$ cat config.mk
export PLATFORM = sky130hd
export DESIGN_NAME = pingpong_ring
export DESIGN_NICKNAME = d
export VERILOG_FILES = /design/src/rtl/pp_pkg.sv /design/src/rtl/ring_writer.sv /design/src/rtl/ready_tracker.sv /design/src/rtl/half_flag.sv /design/src/rtl/pingpong_ring.sv
export SDC_FILE = /design/constraint.sdc
export NUM_CORES = 1
export LEC_CHECK = 0
export ABC_AREA = 1
export BUFFER_PORTS_ARGS = -buffer_cell sky130_fd_sc_hd__buf_2
export CAP_MARGIN = 10
export CELL_PAD_IN_SITES_DETAIL_PLACEMENT = 1
export CELL_PAD_IN_SITES_GLOBAL_PLACEMENT = 1
export CORE_MARGIN = 5
export CORE_UTILIZATION = 33
export DETAILED_ROUTE_END_ITERATION = 7
export GPL_ROUTABILITY_DRIVEN = 0
export PLACE_DENSITY = 0.82
export SLEW_MARGIN = 20
export SYNTH_ARGS = -nofsm -noshare
export SYNTH_HDL_FRONTEND = slang
export SYNTH_SLANG_ARGS = --single-unit
$ cat constraint.sdc
create_clock -name clk -period 1.7 [get_ports clk]
set_input_delay 0.34 -clock clk [delete_from_list [all_inputs] [get_ports clk]]
set_output_delay 0.34 -clock clk [all_outputs]
set_load 0.01 [all_outputs]
$ cat src/rtl/pp_pkg.sv
`timescale 1ns/1ps
package pp_pkg;

    // Which half of the ring the writer is currently filling.
    typedef enum logic {
        FILL_LO = 1'b0,
        FILL_HI = 1'b1
    } fill_state_e;

    // Index of each half inside the two-entry event and flag vectors.
    localparam int LO_IDX = 0;
    localparam int HI_IDX = 1;
    localparam int NUM_HALVES = 2;

endpackage

$ cat src/rtl/ring_writer.sv
`timescale 1ns/1ps
// Turns sample strobes into ring writes; the state machine tracks the half being filled.
module ring_writer
    import pp_pkg::*;
#(
    parameter int DATA_W = 16,
    parameter int DEPTH  = 120,
    localparam int HALF   = DEPTH / 2,
    localparam int OFF_W  = $clog2(HALF),
    localparam int ADDR_W = $clog2(DEPTH)
) (
    input  logic              clk,
    input  logic              rst_n,
    input  logic              smp_valid,
    input  logic [DATA_W-1:0] smp_data,
    output logic              wr_en,
    output logic [ADDR_W-1:0] wr_addr,
    output logic [DATA_W-1:0] wr_data
);

    fill_state_e      state_q, state_d;
    logic [OFF_W-1:0] off_q, off_d;
    logic             last_in_half;
    logic [ADDR_W-1:0] half_base;
    logic [ADDR_W-1:0] cur_addr;

    assign last_in_half = (off_q == OFF_W'(HALF - 1));

    // Next-state logic: move to the other half when its last entry is taken.
    always_comb begin
        state_d = state_q;
        off_d   = off_q;
        if (smp_valid) begin
            if (last_in_half) begin
                off_d = '0;
                unique case (state_q)
                    FILL_LO: state_d = FILL_HI;
                    FILL_HI: state_d = FILL_LO;
                endcase
            end else begin
                off_d = off_q + 1'b1;
            end
        end
    end

    // State register.
    always_ff @(posedge clk) begin
        if (!rst_n) begin
            state_q <= FILL_LO;
            off_q   <= '0;
        end else begin
            state_q <= state_d;
            off_q   <= off_d;
        end
    end

    // Address of the entry that the current sample lands in.
    always_comb begin
        unique case (state_q)
            FILL_LO: half_base = '0;
            FILL_HI: half_base = ADDR_W'(HALF);
        endcase
        cur_addr = half_base + ADDR_W'(off_q);
    end

    // Output register: the write is issued the cycle after the strobe.
    always_ff @(posedge clk) begin
        if (!rst_n) begin
            wr_en   <= 1'b0;
            wr_addr <= '0;
            wr_data <= '0;
        end else begin
            wr_en <= smp_valid;
            if (smp_valid) begin
                wr_addr <= cur_addr;
                wr_data <= smp_data;
            end
        end
    end

endmodule

$ cat src/rtl/ready_tracker.sv
`timescale 1ns/1ps
// Detects the closing write of each half and publishes the base of the ready half.
module ready_tracker
    import pp_pkg::*;
#(
    parameter int DEPTH  = 120,
    localparam int HALF   = DEPTH / 2,
    localparam int ADDR_W = $clog2(DEPTH)
) (
    input  logic                  clk,
    input  logic                  rst_n,
    input  logic                  wr_en,
    input  logic [ADDR_W-1:0]     wr_addr,
    output logic [NUM_HALVES-1:0] half_evt,
    output logic [ADDR_W-1:0]     ready_base
);

    assign half_evt[LO_IDX] = wr_en && (wr_addr == ADDR_W'(HALF - 1));
    assign half_evt[HI_IDX] = wr_en && (wr_addr == ADDR_W'(DEPTH - 1));

    always_ff @(posedge clk) begin
        if (!rst_n) begin
            ready_base <= '0;
        end else if (half_evt[HI_IDX]) begin
            ready_base <= ADDR_W'(HALF);
        end else if (half_evt[LO_IDX]) begin
            ready_base <= '0;
        end
    end

endmodule

$ cat src/rtl/half_flag.sv
`timescale 1ns/1ps
// Sticky done flag with write-one-to-clear, overrun latch and gated interrupt.
module half_flag (
    input  logic clk,
    input  logic rst_n,
    input  logic evt,
    input  logic clr,
    input  logic ien,
    output logic done,
    output logic ovr,
    output logic irq
);

    logic done_d, ovr_d, ovr_hit;

    assign ovr_hit = evt && done && !clr;

    // The event wins over a clear arriving at the same edge.
    always_comb begin
        done_d = evt | (done & ~clr);
        ovr_d  = ovr_hit | (ovr & ~clr);
    end

    always_ff @(posedge clk) begin
        if (!rst_n) begin
            done <= 1'b0;
            ovr  <= 1'b0;
        end else begin
            done <= done_d;
            ovr  <= ovr_d;
        end
    end

    assign irq = done & ien;

endmodule

$ cat src/rtl/pingpong_ring.sv
`timescale 1ns/1ps
// Circular ping-pong sample buffer: top level.
module pingpong_ring
    import pp_pkg::*;
#(
    parameter int DATA_W = 16,
    parameter int DEPTH  = 120,
    localparam int ADDR_W = $clog2(DEPTH)
) (
    input  logic              clk,
    input  logic              rst_n,
    input  logic              smp_valid,
    input  logic [DATA_W-1:0] smp_data,
    output logic              mem_we,
    output logic [ADDR_W-1:0] mem_addr,
    output logic [DATA_W-1:0] mem_wdata,
    input  logic              lo_clr,
    input  logic              hi_clr,
    input  logic              lo_ien,
    input  logic              hi_ien,
    output logic              lo_done,
    output logic              hi_done,
    output logic              lo_ovr,
    output logic              hi_ovr,
    output logic              lo_irq,
    output logic              hi_irq,
    output logic [ADDR_W-1:0] ready_base
);

    logic [NUM_HALVES-1:0] half_evt;
    logic [NUM_HALVES-1:0] clr_v, ien_v, done_v, ovr_v, irq_v;

    ring_writer #(.DATA_W(DATA_W), .DEPTH(DEPTH)) u_writer (
        .clk      (clk),
        .rst_n    (rst_n),
        .smp_valid(smp_valid),
        .smp_data (smp_data),
        .wr_en    (mem_we),
        .wr_addr  (mem_addr),
        .wr_data  (mem_wdata)
    );

    ready_tracker #(.DEPTH(DEPTH)) u_tracker (
        .clk       (clk),
        .rst_n     (rst_n),
        .wr_en     (mem_we),
        .wr_addr   (mem_addr),
        .half_evt  (half_evt),
        .ready_base(ready_base)
    );

    assign clr_v[LO_IDX] = lo_clr;
    assign clr_v[HI_IDX] = hi_clr;
    assign ien_v[LO_IDX] = lo_ien;
    assign ien_v[HI_IDX] = hi_ien;

    for (genvar g = 0; g < NUM_HALVES; g++) begin : g_half
        half_flag u_flag (
            .clk  (clk),
            .rst_n(rst_n),
            .evt  (half_evt[g]),
            .clr  (clr_v[g]),
            .ien  (ien_v[g]),
            .done (done_v[g]),
            .ovr  (ovr_v[g]),
            .irq  (irq_v[g])
        );
    end

    assign lo_done = done_v[LO_IDX];
    assign hi_done = done_v[HI_IDX];
    assign lo_ovr  = ovr_v[LO_IDX];
    assign hi_ovr  = ovr_v[HI_IDX];
    assign lo_irq  = irq_v[LO_IDX];
    assign hi_irq  = irq_v[HI_IDX];

endmodule

==> impl_summary.txt, run 1 <==
----------------------------------------------------
[Routing]
  Number of nets still failing antenna checks after routing ... 0
  Drt via density ... 4.67
  First-iteration detailed-routing DRC count ... 43
  Drt wl/cell ... 12.5 um
  Via count ... 1499
  Total wirelength of the detailed-routed design ... 4030 um
  Number of detailed-routing iterations run before antenna repair ... 4
  Number of remaining DRC errors ... 0

[Synth]
  #FFs+latches synth ... 36
  Number of different library cells in the post-synthesis netlist ... 22
  Gate count of the mapped netlist ... 212
  Share of the synthesized area in the top cell type ... 45.3%
  Share of synthesized area occupied by flip-flops and latches ... 45.3%
  Yosys synthesis warning count ... 0
  Cells taking the most area after synthesis ... sky130_fd_sc_hd__dfxtp_1 45%, sky130_fd_sc_hd__nor2_1 12%, sky130_fd_sc_hd__o21ai_0 7.2%
  Cell taking the most area after synthesis ... sky130_fd_sc_hd__dfxtp_1
  Mapped Area ... 1590 um2
  Synthesized area per cell ... 7.51 um2

[CTS]
  Post-CTS repair timing setup buffer count ... 0
  Clock latency of the later-clocked register in the worst-skew pair ... 290 ps
  Clock net sink count ... 36
  Number of levels the H-tree was split into ... 2
  TritonCTS clock tree ... built
  Clock slew at the register clock pins of the worst setup and hold paths ... 70 ps
  Buffer cell driving the clock tree root ... sky130_fd_sc_hd__clkbuf_8
  CTS buffer count ... 5
  Deepest clock path buffer count ... 2

[Worst setup path]
  Startpoint type of the worst setup path ... flop
  Peak fanout along the critical path ... 5
  Critical path origin ... u_writer.off_q[2]
  Crit Reg-Reg Startpoint ... u_writer.off_q[2]
  Capturing element type of the critical path ... flop
  Critical Setup Path Class ... flop to flop
  Worst Path Arrival ... 1700 ps
  Data required time of the critical path ... 1880 ps

[Global routing]
  Overall track demand over capacity in global routing ... 14.1%
  Maximum number of pins on one net before global-route repair ... 26
  Wire length of the first global-routing pass ... 7020 um
  Total grt overflow ... 0
  Number of global-route vias before repair ... 1586
  Initial antenna violation count ... 0

[Die]
  Area inside the core boundary ... 4690 um2
  Cell row count ... 25
  I/O pin cnt ... 60
  Floorplan die area ... 6310 um2
  Die boundary height ... 79.4 um
  Initial cell density of the core ... 33.9%
  Die Wd ... 79.4 um

[Power]
  Internal power component ... 1.29 mW
  Power share of the sequential group ... 52.7%
  Combinational fraction of design power ... 10.7%
  Static leakage ... 1.00 nW
  Clock share of power ... 36.6%
  Reported net switching power ... 0.433 mW
  Peak supply drop ... 0.000443 V
  PwrDens ... 881 nW/um2
  Fraction of power spent switching nets ... 25.1%

[Place]
  Placed cell count ... 313
  Cell area after placement ... 1860 um2
  Port Buffer Count ... 56
  Placed wire-length estimate after detailed placement ... 3130 um

[Cells and area]
  Area growth, synth to finish ... 22.9%
  Share of layout cells above drive strength 1 ... 26.6%
  Antenna diode count ... 0
  Number of inserted filler cells in the final layout ... 621
  Utilization after layout ... 41.7%
  Nets@finish ... 295
  Post-route cell area ... 1960 um2
  Number of standard cells in the layout, taps in and fillers out ... 321

[STA]
  Fin crit period ... 1520 ps
  Worst clock skew on the final layout ... 4.94 ps
  Setup-violating endpoint count in the final report ... 0
  Final clock period utilization by the worst path ... 89.1%
  Setup repair after global routing missed its margin ... no
  Total count of hold-check failures in the final report ... 0
  Max Freq ... 660 MHz
  Setup TNS after final layout ... 0 ps
  Fin. max-slew vios ... 0

[Min path]
  Worst hold path startpoint ... smp_data[13]
  Path category of the worst min-delay check ... primary input to flop

[Job]
  Max-Cap Viols ... 0

[Status]
  Run status ... complete, no violations

----------------------------------------------------
## final timing paths
path / end / slack (ps) / depth (start not counted)
hold reg to reg: g_half[1].u_flag.ovr / 450 / 2
setup / recovery: u_writer.wr_addr[4] / 180 / 6
hold / removal: u_writer.wr_data[13] / 270 / 3
setup reg to reg: u_writer.wr_addr[4] / 180 / 6
## power by group through the flow
stage / clock (mW) / combinational [mW] / sequential, mW
6_report: 0.631 / 0.184 / 0.909
5_1_grt: 0.700 / 0.211 / 0.914
4_1_cts: 0.654 / 0.188 / 0.909
3_5_place_dp: 0 / 0.187 / 0.928
3_3_place_gp: 0 / 0.181 / 0.927
2_1_floorplan: 0 / 0.0961 / 0.943
## layer usage
layer / vias to the layer above / global-route usage [%] / wire (um) / part of all wire [%]
met2: 35 / 22.7 / 1870 / 47
met5: - / 0 / 0 / 0
met4: 0 / 5.15 / 59 / 1.5
li1: 763 / - / - / -
met1: 695 / 16.5 / 1790 / 44
met3: 6 / 5.98 / 305 / 7.6
## state kept, by name (all words and copies together), names as in the netlist
signal,count
u_writer.off_q,6
u_writer.wr_en,1
g_half.u_flag.done,2
u_tracker.ready_base,1
g_half.u_flag.ovr,2
u_writer.state_q,1
u_writer.wr_data,16
u_writer.wr_addr,7
## cell type report
type	instances	area [um2]	share of cell area, %
flip-flops and latches	36	722	36.9
clock buffers	8	90.1	4.61
repair buffers	59	303	15.5
inverters	23	86.3	4.41
multi-input cells	141	687	35.1
well taps	54	67.6	3.45
## cells by family after synthesis
group / after synthesis / synth area share, %
and+or+nand+nor: 97 / 25.8
DFF: 36 / 45.3
adders and majority gates: 6 / 5.19
xor gates and xnor gates: 2 / 1.10
other: 1 / 0.236
buffers and inverters: 37 / 12.0
AOI/OAI and AO/OA: 33 / 10.4
## cell usage in the layout, fill, tap and decap left out, drive strengths merged, types with 8 or more instances in the layout
cell type,synthesis,layout
nand3,12,12
nor2,53,53
a21oi,10,10
o21ai,23,23
nand2,26,26
clkbuf,3,8
buf,11,59
dfxtp,36,36
inv,23,23
## timing repair
action	4_1_cts	5_1_grt
gates resized for setup	0	1
setup endpoints to repair	0	1
hold buffers	0	0
## critical path, stage by stage, from the launching register on
cell and delay (ps):
sky130_fd_sc_hd__dfxtp_1 400, sky130_fd_sc_hd__ha_1 220, sky130_fd_sc_hd__inv_1 70, sky130_fd_sc_hd__fa_1 390, sky130_fd_sc_hd__xnor2_1 140, sky130_fd_sc_hd__o21ai_0 150
sky130_fd_sc_hd__inv_1 50
## metrics by stage
step | power (mW) | hold WS (ps) | setup WS, ps
3_5_place_dp | 1.12 | 443 | 154
2_1_floorplan | 1.04 | 469 | 278
3_3_place_gp | 1.11 | 434 | 209
5_1_grt | 1.82 | 281 | 1.39
6_report | 1.72 | 266 | 185
4_1_cts | 1.75 | 263 | 136
## Yosys cell counts (all sizes together)
| library cell | count |
|---|---|
| nand2 | 26 |
| dfxtp | 36 |
| xnor2 | 1 |
| ha | 5 |
| conb | 1 |
| nand3 | 12 |
| clkbuf | 3 |
| fa | 1 |
| buf | 11 |
| inv | 23 |
| nor2 | 53 |
| o21ai | 23 |
| nand4 | 1 |
| nor3 | 5 |
| xor2 | 1 |
| a21oi | 10 |
No activity file was read; power rests on OpenSTA's default activity.
==> run 2, diff against run 1 <==
Settings changed: ABC_AREA 1 to not set, CORE_UTILIZATION 33 to 35, PLACE_DENSITY 0.82 to 0.83.
==> run 2 against run 1 <==
Global-route usage shrank 0.96 points. Count of clock-buffer cells in the layout shrank 3. Setup slack lost 33 ps. Routed wire length shrank 6.2%. Combinational power shrank 8%. Largest power group unchanged. Highest routed layer unchanged.
==> impl_summary.txt, run 2 <==
----------------------------------------------------
[Cells and area]
  Most frequent cells in the layout ... 56 x sky130_fd_sc_hd__buf_2, 34 x sky130_fd_sc_hd__dfxtp_1, 28 x sky130_fd_sc_hd__nor2_1, 21 x sky130_fd_sc_hd__mux2i_1, 7 x sky130_fd_sc_hd__o21ai_0
  Largest register FFs ... 16
  Post-route cell area ... 1950 um2
  Largest Register ... u_writer.wr_data
  Nets@finish ... 247
  Share of layout cells above drive strength 1 ... 32.9%
  Leading registers by flop count ... u_writer.wr_data x16, u_writer.wr_addr x7, u_writer.off_q x6
  Area growth, synth to finish ... 27.1%
  Commonest non-fill, non-tap cell in the layout ... sky130_fd_sc_hd__buf_2
  Antenna diode count ... 0

[CTS]
  Number of hold buffers added after cts ... 0
  Post-CTS repair timing setup buffer count ... 0
  CTS buffer count ... 5
  Number of levels the H-tree was split into ... 2
  Post-cts gate resize count ... 0
  Clock slew at the register clock pins of the worst setup and hold paths ... 70 ps
  Buffer cell driving the clock tree root ... sky130_fd_sc_hd__clkbuf_8
  Clock latency of the later-clocked register in the worst-skew pair ... 280 ps
  Clock net sink count ... 36
  Deepest clock path buffer count ... 2
  TritonCTS clock tree ... built

[Synth]
  Synthesized area per cell ... 9.52 um2
  Mapped Area ... 1530 um2
  Cell taking the most area after synthesis ... sky130_fd_sc_hd__dfxtp_1
  Yosys synthesis warning count ... 0
  Number of different library cells in the post-synthesis netlist ... 30
  Share of synthesized area occupied by flip-flops and latches ... 47.0%
  Commonest cells in the synthesized netlist ... 36 x sky130_fd_sc_hd__dfxtp_1, 28 x sky130_fd_sc_hd__nor2_1, 21 x sky130_fd_sc_hd__mux2i_1
  Gate count of the mapped netlist ... 161
  Synth async-reset ratio ... 0%
  Share of the synthesized area in the top cell type ... 47.0%
  Most numerous cell in the Yosys netlist ... sky130_fd_sc_hd__dfxtp_1
  Main synth FF type ... sky130_fd_sc_hd__dfxtp_1
  #FFs+latches synth ... 36
  Cells taking the most area after synthesis ... sky130_fd_sc_hd__dfxtp_1 47%, sky130_fd_sc_hd__mux2i_1 14%, sky130_fd_sc_hd__nor2_1 6.9%
  Number of synthesized flops with an enable pin ... 0

[Worst setup path]
  Cell chain of the critical path ... ha_1 -> inv_1 -> fa_1 -> nor2b_1 -> o21ai_0 -> a31oi_1
  Maximum single-stage delay on the critical path ... 400 ps
  Worst reg-to-reg setup slack ... 150 ps
  Slowest cell on the critical path ... sky130_fd_sc_hd__fa_1
  Critical path origin ... u_writer.state_q
  Capturing element type of the critical path ... flop
  Crit Reg-Reg Startpoint ... u_writer.state_q
  Critical Setup Path Class ... flop to flop
  Worst reg2reg path endpoint ... u_writer.wr_addr[6]
  Worst Path Arrival ... 1750 ps
  Worst Reg-to-Reg Cells ... 6
  Data required time of the critical path ... 1900 ps
  Startpoint type of the worst setup path ... flop
  Peak fanout along the critical path ... 7

[Global routing]
  Initial antenna violation count ... 0
  Number of global-route vias before repair ... 1475
  Wire length of the first global-routing pass ... 6440 um
  Total grt overflow ... 0
  Overall track demand over capacity in global routing ... 13.1%
  Maximum number of pins on one net before global-route repair ... 17

[Status]
  Run status ... complete, no violations

[Routing]
  First-iteration detailed-routing DRC count ... 47
  Number of remaining DRC errors ... 0
  Drt via density ... 4.83
  Number of detailed-routing iterations run before antenna repair ... 4
  Number of nets still failing antenna checks after routing ... 0
  Drt wl/cell ... 13.9 um
  Total wirelength of the detailed-routed design ... 3780 um
  Via count ... 1310

[STA]
  Worst clock skew on the final layout ... 6.15 ps
  Fin. max-slew vios ... 0
  Setup-violating endpoint count in the final report ... 0
  Setup TNS after final layout ... 0 ps
  Final clock period utilization by the worst path ... 91.1%
  Setup repair after global routing missed its margin ... no
  Fin crit period ... 1550 ps
  Total count of hold-check failures in the final report ... 0
  Max Freq ... 646 MHz

[Die]
  Floorplan die area ... 5800 um2
  Cell row count ... 24
  Die Wd ... 76.2 um
  I/O pin cnt ... 60
  Die boundary height ... 76.2 um
  Area inside the core boundary ... 4290 um2
  Initial cell density of the core ... 35.7%

[Min path]
  Worst hold path startpoint ... smp_data[1]
  Min-Delay Path Depth ... 3
  Worst hold path endpoint ... u_writer.wr_data[1]
  Path category of the worst min-delay check ... primary input to flop

[Place]
  Placed wire-length estimate after detailed placement ... 2970 um
  Port Buffer Count ... 56
  Cell area after placement ... 1830 um2

[Job]
  Max-Cap Viols ... 0

[Power]
  Static leakage ... 0.954 nW
  Peak supply drop ... 0.000636 V
  PwrDens ... 923 nW/um2

----------------------------------------------------
==> run 2: metrics by stage <==
stage	std cells	hold slack, ps	util, %	power, mW	setup WS (ps)
finish	271	289	45.4	1.80	151
global route	271	294	45.4	1.88	31.7
CTS	271	286	45.3	1.82	49.8
detailed placement	263	450	42.7	1.09	109
global placement	263	436	42.7	1.08	235
floorplan	163	478	-	1.02	282
==> run 2: cells by family (layout without fill, tap and decap cells) <==
logic type | Yosys count | in the layout | share of synthesized area, %
simple gates | 56 | 56 | 17.4
mux | 21 | 21 | 13.7
fa+ha+maj | 6 | 6 | 5.39
compound gates | 18 | 18 | 6.94
xor+xnor | 4 | 4 | 2.29
other cells | 1 | 3 | 0.245
buf+inv | 19 | 75 | 7.02
flops | 36 | 36 | 47.0
==> run 2: layer usage <==
layer	part of all wire [%]	wire length [um]	GRT usage, %
met1	43	1620	14.1
met4	0.79	30	3.15
met3	8.2	310	5.08
met5	0	0	0
met2	48	1810	23.9
==> run 2: worst max path at each step <==
stage	slack (ps)	cells past startpoint	end
after floorplan	280	6	u_writer.wr_addr[4]
final	150	6	u_writer.wr_addr[6]
after detailed placement	110	6	u_writer.wr_addr[6]
after global routing	30	6	u_writer.wr_addr[6]
after global placement	230	6	u_writer.wr_addr[4]
after CTS	50	6	u_writer.wr_addr[6]
==> run 2: layout make-up <==
| type | count | area, um2 |
|---|---|---|
| clock buffers | 5 | 68.8 |
| clock inverters | 3 | 42.5 |
| fillers | 535 | 2350 |
| inverters | 7 | 26.3 |
| multi-input cells | 108 | 712 |
| flip-flops and latches | 36 | 723 |
| well taps | 52 | 65.1 |
| repair buffers | 60 | 310 |
==> run 2: where the power goes <==
part / internal, mW / switching, mW / total [mW] / leakage [nW]
clock network: 0.434 / 0.295 / 0.729 / 0.0541
logic: 0.0794 / 0.0899 / 0.169 / 0.604
registers: 0.877 / 0.0222 / 0.899 / 0.295
total: 1.39 / 0.407 / 1.80 / 0.954
==> run 2: worst max-delay path: cells and delay by family (launching register included) <==
| family | cells | cell delay [ps] |
|---|---|---|
| adders and majority gates | 2 | 590 |
| DFF | 1 | 390 |
| AOI/OAI and AO/OA | 2 | 300 |
| and+or+nand+nor | 1 | 140 |
| buffers and inverters | 1 | 60 |
